--- config.mk ---
export PLATFORM = sky130hd
export DESIGN_NAME = xcvr_cfg_seq
export DESIGN_NICKNAME = d
export VERILOG_FILES = /design/src/rtl/cfg_seq_pkg.sv /design/src/rtl/cfg_seq_ctrl.sv /design/src/rtl/cfg_seq_dpath.sv /design/src/rtl/xcvr_cfg_seq.sv
export SDC_FILE = /design/constraint.sdc
export NUM_CORES = 1
export LEC_CHECK = 0
export CAP_MARGIN = 20
export CORE_ASPECT_RATIO = 1.4
export CORE_MARGIN = 5
export CORE_UTILIZATION = 50
export CTS_CLUSTER_DIAMETER = 80
export DETAILED_ROUTE_END_ITERATION = 10
export PLACE_DENSITY = 0.81
export SETUP_SLACK_MARGIN = 0.3
export SYNTH_ARGS = -nofsm -noshare
export SYNTH_HDL_FRONTEND = slang
export SYNTH_SLANG_ARGS = --single-unit
export TNS_END_PERCENT = 5
--- constraint.sdc ---
create_clock -name clk -period 2.8 [get_ports clk]
set_clock_uncertainty 0.05 [all_clocks]
set_input_delay 0.56 -clock clk [delete_from_list [all_inputs] [get_ports clk]]
set_output_delay 0.56 -clock clk [all_outputs]
set_load 0.005 [all_outputs]
--- src/rtl/cfg_seq_pkg.sv ---
package cfg_seq_pkg;

  localparam int WORD_W   = 18;
  localparam int ADDR_W   = 4;
  localparam int NUM_REGS = 9;
  localparam int IDX_W    = 4;

  typedef struct packed {
    logic load;
    logic rise;
    logic fall;
    logic shift;
    logic release_;
  } seqStrobe_t;

  typedef struct packed {
    logic       modeSel;
    logic       cpCur;
    logic       rssiWide;
    logic [1:0] txLpfBw;
    logic [1:0] rxLpfBw;
    logic [2:0] rxLpfFine;
    logic       rxVgaSer;
    logic       txVgaSer;
    logic [1:0] drvLin;
    logic [1:0] vgaLin;
    logic [1:0] upLin;
    logic [1:0] bbGain;
    logic [3:0] biasDelay;
    logic [5:0] biasCode;
    logic [6:0] rxGain;
    logic [5:0] txGain;
  } cfgFields_t;

  // Sequence position to register address: 2, then 5..12
  function automatic logic [ADDR_W-1:0] seqAddr(input logic [IDX_W-1:0] idx);
    return (idx == '0) ? ADDR_W'(2) : ADDR_W'(idx + IDX_W'(4));
  endfunction

  function automatic logic addrValid(input logic [ADDR_W-1:0] a);
    return (a == ADDR_W'(2)) || ((a >= ADDR_W'(5)) && (a <= ADDR_W'(12)));
  endfunction

endpackage

--- src/rtl/cfg_seq_ctrl.sv ---
module cfg_seq_ctrl
  import cfg_seq_pkg::*;
#(
  parameter int SCLK_HALF = 2
) (
  input  logic              clk,
  input  logic              rstN,
  input  logic              start,
  input  logic              rewrReq,
  input  logic [ADDR_W-1:0] rewrAddr,
  output seqStrobe_t        strb,
  output logic [ADDR_W-1:0] loadAddr,
  output logic              done
);

  localparam int HC_W = (SCLK_HALF > 1) ? $clog2(SCLK_HALF) : 1;
  localparam int BC_W = $clog2(WORD_W);
  localparam logic [HC_W-1:0] HC_LAST = HC_W'(SCLK_HALF - 1);
  localparam logic [BC_W-1:0] BC_LAST = BC_W'(WORD_W - 1);

  typedef enum logic [2:0] {S_IDLE, S_LEAD, S_HIGH, S_LOW, S_TAIL} frameState_t;
  typedef enum logic [1:0] {P_WAIT, P_INIT, P_READY} phase_t;

  frameState_t       state;
  phase_t            phase;
  logic [IDX_W-1:0]  seqIdx;
  logic [HC_W-1:0]   halfCnt;
  logic [BC_W-1:0]   bitCnt;
  logic              pendValid;
  logic [ADDR_W-1:0] pendAddr;
  logic              frameIsInit;
  logic              doneQ;
  logic              startOk;
  logic              halfEnd;
  logic              acceptReq;

  assign startOk   = start && (state == S_IDLE) && (phase != P_INIT);
  assign halfEnd   = (halfCnt == HC_LAST);
  assign acceptReq = rewrReq && (phase == P_READY) && addrValid(rewrAddr) && !pendValid;
  assign loadAddr  = (phase == P_INIT) ? seqAddr(seqIdx) : pendAddr;
  assign done      = doneQ;

  always_comb begin
    strb = '0;
    case (state)
      S_IDLE:  strb.load = !startOk && ((phase == P_INIT) || ((phase == P_READY) && pendValid));
      S_LEAD:  strb.rise = 1'b1;
      S_HIGH: begin
        strb.fall  = halfEnd;
        strb.shift = halfEnd && (bitCnt != BC_LAST);
      end
      S_LOW:   strb.rise = halfEnd;
      S_TAIL:  strb.release_ = 1'b1;
      default: strb = '0;
    endcase
  end

  always_ff @(posedge clk or negedge rstN) begin
    if (!rstN) begin
      state       <= S_IDLE;
      phase       <= P_WAIT;
      seqIdx      <= '0;
      halfCnt     <= '0;
      bitCnt      <= '0;
      pendValid   <= 1'b0;
      pendAddr    <= '0;
      frameIsInit <= 1'b0;
      doneQ       <= 1'b0;
    end else begin
      doneQ <= 1'b0;
      if (acceptReq) begin
        pendValid <= 1'b1;
        pendAddr  <= rewrAddr;
      end
      case (state)
        S_IDLE: begin
          if (startOk) begin
            phase  <= P_INIT;
            seqIdx <= '0;
          end else if (strb.load) begin
            frameIsInit <= (phase == P_INIT);
            if (phase != P_INIT) pendValid <= 1'b0;
            state <= S_LEAD;
          end
        end
        S_LEAD: begin
          halfCnt <= '0;
          bitCnt  <= '0;
          state   <= S_HIGH;
        end
        S_HIGH: begin
          if (halfEnd) begin
            halfCnt <= '0;
            state   <= (bitCnt == BC_LAST) ? S_TAIL : S_LOW;
          end else begin
            halfCnt <= halfCnt + HC_W'(1);
          end
        end
        S_LOW: begin
          if (halfEnd) begin
            halfCnt <= '0;
            bitCnt  <= bitCnt + BC_W'(1);
            state   <= S_HIGH;
          end else begin
            halfCnt <= halfCnt + HC_W'(1);
          end
        end
        S_TAIL: begin
          state <= S_IDLE;
          if (frameIsInit) begin
            if (seqIdx == IDX_W'(NUM_REGS - 1)) begin
              phase <= P_READY;
              doneQ <= 1'b1;
            end else begin
              seqIdx <= seqIdx + IDX_W'(1);
            end
          end
        end
        default: state <= S_IDLE;
      endcase
    end
  end

endmodule

--- src/rtl/cfg_seq_dpath.sv ---
module cfg_seq_dpath
  import cfg_seq_pkg::*;
#(
  parameter int FREQ_W     = 14,
  parameter int HI_MHZ     = 5400,
  parameter int FIVEG_MHZ  = 3000
) (
  input  logic              clk,
  input  logic              rstN,
  input  seqStrobe_t        strb,
  input  logic [ADDR_W-1:0] loadAddr,
  input  cfgFields_t        fld,
  input  logic [FREQ_W-1:0] freqMhz,
  output logic              sclk,
  output logic              csN,
  output logic              sdata
);

  logic              highBand;
  logic              fiveGig;
  logic [WORD_W-1:0] word;
  logic [WORD_W-1:0] shiftReg;

  assign highBand = (32'(freqMhz) > 32'(HI_MHZ));
  assign fiveGig  = (32'(freqMhz) > 32'(FIVEG_MHZ));

  always_comb begin
    word = '0;
    case (loadAddr)
      4'd2:  word = (WORD_W'(fld.modeSel) << 17) | (WORD_W'(1) << 16) | WORD_W'(7) << 4;
      4'd5:  word = (WORD_W'(fld.modeSel) << 17) | (WORD_W'(3) << 15) | (WORD_W'(1) << 11)
                  | (WORD_W'(highBand) << 10) | (WORD_W'(fld.cpCur) << 9)
                  | (WORD_W'(fld.cpCur) << 5) | (WORD_W'(fiveGig) << 4);
      4'd6:  word = WORD_W'(1) << 14;
      4'd7:  word = (WORD_W'(fld.rssiWide) << 15) | (WORD_W'(fld.txLpfBw) << 9)
                  | (WORD_W'(fld.rxLpfBw) << 7) | (WORD_W'(fld.rxLpfFine) << 4);
      4'd8:  word = (WORD_W'(fld.rxVgaSer) << 16) | (WORD_W'(3) << 14) | (WORD_W'(1) << 9)
                  | (WORD_W'(1) << 4);
      4'd9:  word = (WORD_W'(fld.txVgaSer) << 14) | (WORD_W'(fld.drvLin) << 12)
                  | (WORD_W'(fld.vgaLin) << 10) | (WORD_W'(fld.upLin) << 6)
                  | (WORD_W'(fld.bbGain) << 4);
      4'd10: word = (WORD_W'(fld.biasDelay) << 10) | (WORD_W'(fld.biasCode) << 4);
      4'd11: word = WORD_W'(fld.rxGain) << 4;
      4'd12: word = WORD_W'(fld.txGain) << 4;
      default: word = '0;
    endcase
    word = word | WORD_W'(loadAddr);
  end

  always_ff @(posedge clk or negedge rstN) begin
    if (!rstN) begin
      shiftReg <= '0;
      sclk     <= 1'b0;
      csN      <= 1'b1;
    end else begin
      if (strb.load) begin
        shiftReg <= word;
        csN      <= 1'b0;
      end else if (strb.shift) begin
        shiftReg <= shiftReg << 1;
      end
      if (strb.rise)     sclk <= 1'b1;
      if (strb.fall)     sclk <= 1'b0;
      if (strb.release_) csN  <= 1'b1;
    end
  end

  assign sdata = shiftReg[WORD_W-1];

endmodule

--- src/rtl/xcvr_cfg_seq.sv ---
module xcvr_cfg_seq
  import cfg_seq_pkg::*;
#(
  parameter int SCLK_HALF = 2,
  parameter int FREQ_W    = 14,
  parameter int HI_MHZ    = 5400,
  parameter int FIVEG_MHZ = 3000
) (
  input  logic              clk,
  input  logic              rstN,
  input  logic              start,
  input  logic              rewrReq,
  input  logic [3:0]        rewrAddr,
  input  logic [FREQ_W-1:0] freqMhz,
  input  logic              modeSel,
  input  logic              cpCur,
  input  logic              rssiWide,
  input  logic [1:0]        txLpfBw,
  input  logic [1:0]        rxLpfBw,
  input  logic [2:0]        rxLpfFine,
  input  logic              rxVgaSer,
  input  logic              txVgaSer,
  input  logic [1:0]        drvLin,
  input  logic [1:0]        vgaLin,
  input  logic [1:0]        upLin,
  input  logic [1:0]        bbGain,
  input  logic [3:0]        biasDelay,
  input  logic [5:0]        biasCode,
  input  logic [6:0]        rxGain,
  input  logic [5:0]        txGain,
  output logic              sclk,
  output logic              csN,
  output logic              sdata,
  output logic              done
);

  seqStrobe_t        strb;
  logic [ADDR_W-1:0] loadAddr;
  cfgFields_t        fld;

  assign fld = '{modeSel: modeSel, cpCur: cpCur, rssiWide: rssiWide, txLpfBw: txLpfBw,
                 rxLpfBw: rxLpfBw, rxLpfFine: rxLpfFine, rxVgaSer: rxVgaSer,
                 txVgaSer: txVgaSer, drvLin: drvLin, vgaLin: vgaLin, upLin: upLin,
                 bbGain: bbGain, biasDelay: biasDelay, biasCode: biasCode,
                 rxGain: rxGain, txGain: txGain};

  cfg_seq_ctrl #(.SCLK_HALF(SCLK_HALF)) u_ctrl (
    .clk      (clk),
    .rstN     (rstN),
    .start    (start),
    .rewrReq  (rewrReq),
    .rewrAddr (rewrAddr),
    .strb     (strb),
    .loadAddr (loadAddr),
    .done     (done)
  );

  cfg_seq_dpath #(.FREQ_W(FREQ_W), .HI_MHZ(HI_MHZ), .FIVEG_MHZ(FIVEG_MHZ)) u_dpath (
    .clk      (clk),
    .rstN     (rstN),
    .strb     (strb),
    .loadAddr (loadAddr),
    .fld      (fld),
    .freqMhz  (freqMhz),
    .sclk     (sclk),
    .csN      (csN),
    .sdata    (sdata)
  );

endmodule

Word-level counts from Yosys, hierarchy flattened:

Cells that the tools add are included.

* word-level logic and storage cells: 128
* register bits after elaboration: 42

* bitwise gates (word level): 14
* mux-type cells: 39
* reduce and logical (&&, ||, !) cells: 27
* eq/ne operators: 28
* $add $sub $neg: 4
* $lt $le $gt $ge: 4

Operator list (count)
* $pmux 18 s9: 1
* $mux 18: 2
* $or 18x6->18: 2
* $eq 4x4->1 const B: 6
* $mux 4: 5
* $or 18x10->18: 1
* $or 18x11->18: 1
* $or 18x12->18: 1
* $or 18x4->18: 1
* $or 18x5->18: 1
* $or 18x7->18: 1
* $or 18x8->18: 1
* $or 18x9->18: 1
* $or 16x11->16: 1
* $mux 1: 15
* $mux 3: 5
* $or 15x14->15: 1
* $gt 14x12->1 const B: 1
* $gt 14x13->1 const B: 1
* $or 14x10->14: 1
* $eq 4x3->1 const B: 3
* $ne 2x1->1 const B: 6
* $pmux 3 s4: 1
* $reduce_and 4->1: 3
* 31 further kinds: 54

Logic depth before layout (Yosys ltp):

* depth after elaboration: 10
* mapped depth: 10
* gate-level depth less buffers: 8

Cells and area by module:

From an unflattened synthesis, not the netlist that was laid out.

* cells, all modules: 342
* area, all modules: 2984.1 um2

By module, submodules not included
* cfg_seq_dpath: cells each 188, times used 1, area an instance 1571.5 um2, sequential area each 501.7 um2
* cfg_seq_ctrl: cells each 154, times used 1, area an instance 1412.6 um2, sequential area each 550.5 um2

Least setup slack after synthesis:

OpenSTA, ideal clock, no wires.

* path kind: register to register
* start point: reg u_ctrl.seqIdx[0]
* end point: reg u_dpath.shiftReg[10]
* data arrival time: 2196 ps
* period minus slack after synthesis: 2383 ps
* cell stages (with the launch flop): 11
* buffers on the path: 2
* slack: 417 ps
* path through: dfrtp_1 clkbuf_2 inv_1 ha_1 and2_1 nor4_1 or2_2 clkbuf_1 a221o_1 a211oi_1 a21oi_1

* longest elaborated chain between the ends: 7

Ends and longest elaborated chain
* from (decl): RTL line cfg_seq_ctrl.sv:26 `logic [IDX_W-1:0] seqIdx;`
* from (signal assigned): RTL line cfg_seq_ctrl.sv:115 `seqIdx <= seqIdx + IDX_W'(1);`
* $add 4x3->4 / $logic_not 4->1 (equally long branches): RTL line cfg_seq_pkg.sv:37 `return (idx == '0) ? ADDR_W'(2) : ADDR_W'(idx + IDX_W'(4));`
* $mux 4 *: RTL line cfg_seq_pkg.sv:37
* $mux 4 *: RTL line cfg_seq_ctrl.sv:40 `assign loadAddr = (phase == P_INIT) ? seqAddr(seqIdx) : pendAddr;`
* $eq 4x4->1 (tied with other cells): RTL line cfg_seq_dpath.sv:29 `case (loadAddr)`
* $pmux 18 s9 *: RTL line cfg_seq_dpath.sv:29
* $or 18x4->18 *: RTL line cfg_seq_dpath.sv:47 `word = word | WORD_W'(loadAddr);`
* $mux 18 *: RTL line cfg_seq_dpath.sv:56 `if (strb.load) begin`
* to (signal assigned): RTL line cfg_seq_dpath.sv:57 `shiftReg <= word;`
* to (signal assigned): RTL line cfg_seq_dpath.sv:60 `shiftReg <= shiftReg << 1;`
* to (decl): RTL line cfg_seq_dpath.sv:22 `logic [WORD_W-1:0] shiftReg;`

Every way passes the cells marked *; elsewhere a longest branch is shown, timed or not.
A chain may end at the register's enable or synchronous reset.

Worst setup path in the final report:

* start point: reg u_ctrl.seqIdx[2]
* end point: reg u_dpath.shiftReg[17]

The elaborated chain is that of the path after synthesis.

==> results by group <==
Clock tree
  – CTS tree: yes
  – Clk_lat worst skew: 0.29 ns
  – CTS sink cnt: 42
  – H-Tree Level Count: 2
  – CTS Buffer Depth: 2
  – Root cell of the clock tree: clkbuf_8
  – Num CTS Buffers: 5
  – Clock Pin Slew Worst Setup and Hold Paths: 0.08 ns

Power and ir drop
  – Lkg Pwr: 1.66 nW
  – Power density cells: 427 nW/um^2
  – Peak VDD IR: 0.000262 V
  – Design Power: 1.69 mW

Die
  – Die height: between 100 and 150 um
  – Die width: about 76 um
  – Core Area: a little under 6000 um^2
  – # IOs: 69
  – Cell Rows: 33
  – Die area: 7690 um^2
  – Initial core utilization: 0.513

GRT
  – Vias in the first global route: 3068
  – First-pass GRT wire length: 14400 um
  – Pin count of the biggest net entering global routing: 43
  – Total global routing overflow: 0
  – Total Routing Usage GR: 0.242
  – Initial antenna violation count: 0

Synth
  – Post-synth top area share: 0.341
  – Synth area leaders: dfrtp_1 34%, nand2_1 5.5%, o21ai_0 5.5%, a21oi_1 4.7%, mux2i_1 4.0%
  – Post-synth ARST share: 1.00
  – Seq/Total Area, Yosys: 0.350
  – Synth Register Bits: 42
  – Post-synth cell types: a little over 60
  – Post-synth EDFFs: 0
  – Area leader, netlist: dfrtp_1
  – Yosys warns: 0
  – Syn Area/Cell: slightly above 8 um^2
  – Predominant post-synthesis flop cell: dfrtp_1
  – Post-synthesis net count: 435
  – Mapped Cells: between 300 and 400
  – Synthesized area: between 3000 and 4000 um^2

Timing
  – Tcrit/Tclk final: 0.870
  – Worst hold slack: 0.362 ns
  – Count of final max-slew check failures: 0
  – Setup violations, final: 0
  – Max Freq: 0.411 GHz
  – Post-route setup slack: about 0.36 ns
  – Setup TNS Final: 0 ns
  – Setup repair after global routing missed its margin: true
  – Final Hold Vio Count: 0
  – Slew headroom: 0.367
  – Worst Max-Slew Pin Slew: 0.949 ns
  – Minimum clock period after layout: 2.44 ns

Critical path
  – Crit-path max FO: 9
  – Worst path most repeated cell: a21oi_1
  – Crit path launch type: register
  – Crit path launch: u_ctrl.seqIdx[2]
  – Cell family with most CP delay: simple AND/OR/NAND/NOR gates
  – Critical path buffer and inverter count: 1
  – CP max stage cell: or4_1
  – Critical path class: reg2reg
  – Worst Path Required: 2.97 ns
  – CP endpoint kind: register
  – Crit-path cells: inv_1 -> ha_2 -> nor2b_1 -> a21oi_1 -> o221ai_1 -> a22oi_2 -> or4_1 -> a21oi_1
  – Reg-to-reg startpoint: u_ctrl.seqIdx[2]
  – Worst path max stage delay: 0.52 ns
  – CP arrival: 2.60 ns

Cells and area
  – Share of layout cells above drive strength 1: 0.103
  – Area of the multi-input gates: between 1500 and 2000 um^2
  – NumNets Final: 507
  – # fillers: between 500 and 600
  – Synthesis-to-layout area growth: 31.7%
  – Antenna diodes: 0
  – FF+latch area: between 1000 and 1500 um^2

Routing
  – Routed wire length: 9370 um
  – Residual DRC: 0
  – DR pass1 iterations: 4
  – Via count: 3149
  – 1st-iter DRT viols: 219
  – Remaining antenna violation count after routing: 0
  – Routed wire length per instance: 18.5 um
  – Drt via density: between 6 and 7

Status
  – Status: complete, no violations

Place
  – GPL Wtd Cong: 0.945
  – Pre-CTS WS: 0.130 ns
  – PortBufs: 68
  – Final HPWL DP: a little over 7000 um

Run
  – Maxcap violations: 0

Hold path
  – HP Class: in2async
## kinds of logic (layout without fill, tap and decap cells)
logic type | after synthesis | in the layout | synth area share
adders and majority gates | 6 | 6 | 0.0250
xor gates and xnor gates | 3 | 3 | 0.00874
buffers and inverters | 33 | 106 | 0.0474
AOI/OAI and AO/OA | 129 | 129 | 0.279
DFF | 42 | 42 | 0.350
and+or+nand+nor | 133 | 133 | 0.226
muxes | 18 | 18 | 0.0633
## area by class of cell
cell class,count,area share
Clock buffer,7,0.0193
Clock inverter,1,0.00759
Inverter,10,0.00948
Multi-Input combinational cell,289,0.464
Sequential cell,42,0.266
Tap cell,70,0.0221
Timing Repair Buffer,88,0.212
## worst paths after layout
check                                        to  slack, ns  cells after the start
hold reg to reg                     u_dpath.csN       0.43                      2
hold / removal                 u_ctrl.bitCnt[0]       0.36                      1
setup / recovery           u_dpath.shiftReg[17]       0.36                      8
max in group asynchronous      u_ctrl.seqIdx[2]       1.69                      1
min in group clk                    u_dpath.csN       0.43                      2
setup reg to reg           u_dpath.shiftReg[17]       0.36                      8
## report_power, final
part / internal, mW / total (mW) / switching [mW]
clock: 0.267 / 0.477 / 0.210
combinational: 0.260 / 0.550 / 0.290
sequential: 0.622 / 0.664 / 0.0419
## state kept, by name, summed over array words and instances (netlist names)
register and count:
u_ctrl.frameIsInit 1, u_ctrl.halfCnt 1, u_ctrl.bitCnt 5, u_dpath.sclk 1
u_ctrl.state 3, u_ctrl.pendAddr 4, u_ctrl.done 1, u_dpath.shiftReg 18
u_dpath.csN 1, u_ctrl.seqIdx 4, u_ctrl.pendValid 1, u_ctrl.phase 2
## metrics by stage
stage / area [um^2] / utilization / instances
finish: 3960 / 0.675 / 507
global route: 3960 / 0.675 / 507
CTS: 3900 / 0.666 / 502
detailed placement: 3790 / 0.646 / 494
global placement: 3790 / 0.646 / 494
floorplan: 3010 / - / 364
## layout by cell type (no fill, tap or decap), types with 4 or more instances in the layout
master            n
o22ai_1           9
nand2b_1          8
o21ai_0          31
and2_1            4
inv_1            10
ha_1              4
nand4_1           5
nor3_1           11
o2bb2ai_1         4
a21oi_1          28
a22o_1            4
nand3b_1          4
nor2b_1           6
nor2_1           24
dfrtp_1          40
a22oi_1           8
a31oi_1           4
nand2_1          44
buf_4            19
o31ai_1           6
clkbuf_8          5
clkdlybuf4s50_1  67
mux2_2            5
mux2i_1          11
nand3_1           7
## layer usage
metal / global-route usage / up-vias / wire [um]
li1: - / 1514 / -
met1: 0.252 / 1485 / 3460
met2: 0.454 / 123 / 4990
met3: 0.0506 / 27 / 625
met4: 0.0996 / 0 / 297
met5: 0 / - / 0
## synth_stat cells (all sizes together), types with 3 or more instances
cell type,count
nand3b,4
xnor2,3
nand2b,9
o21ai,34
nand4,5
dfrtp,41
buf,10
nand3,7
a21o,3
mux2,5
a21oi,28
clkbuf,13
and2,5
a22oi,9
o22ai,9
a22o,4
a31oi,4
o221ai,3
ha,6
nor2b,7
mux2i,13
nor3,11
o31ai,6
nor4,3
inv,10
nor2,24
nand2,44
o2bb2ai,4
## repair_timing
| action | 4_1_cts | 5_1_grt |
|---|---|---|
| setup endpoints to repair | 8 | 11 |
| pin swaps | 0 | 0 |
| setup buffers | 0 | 5 |
| hold buffers | 0 | 0 |
| endpoints found under the hold margin | 0 | 0 |
| gates resized for setup | 1 | 8 |
Power figures use the tool's default switching activity.
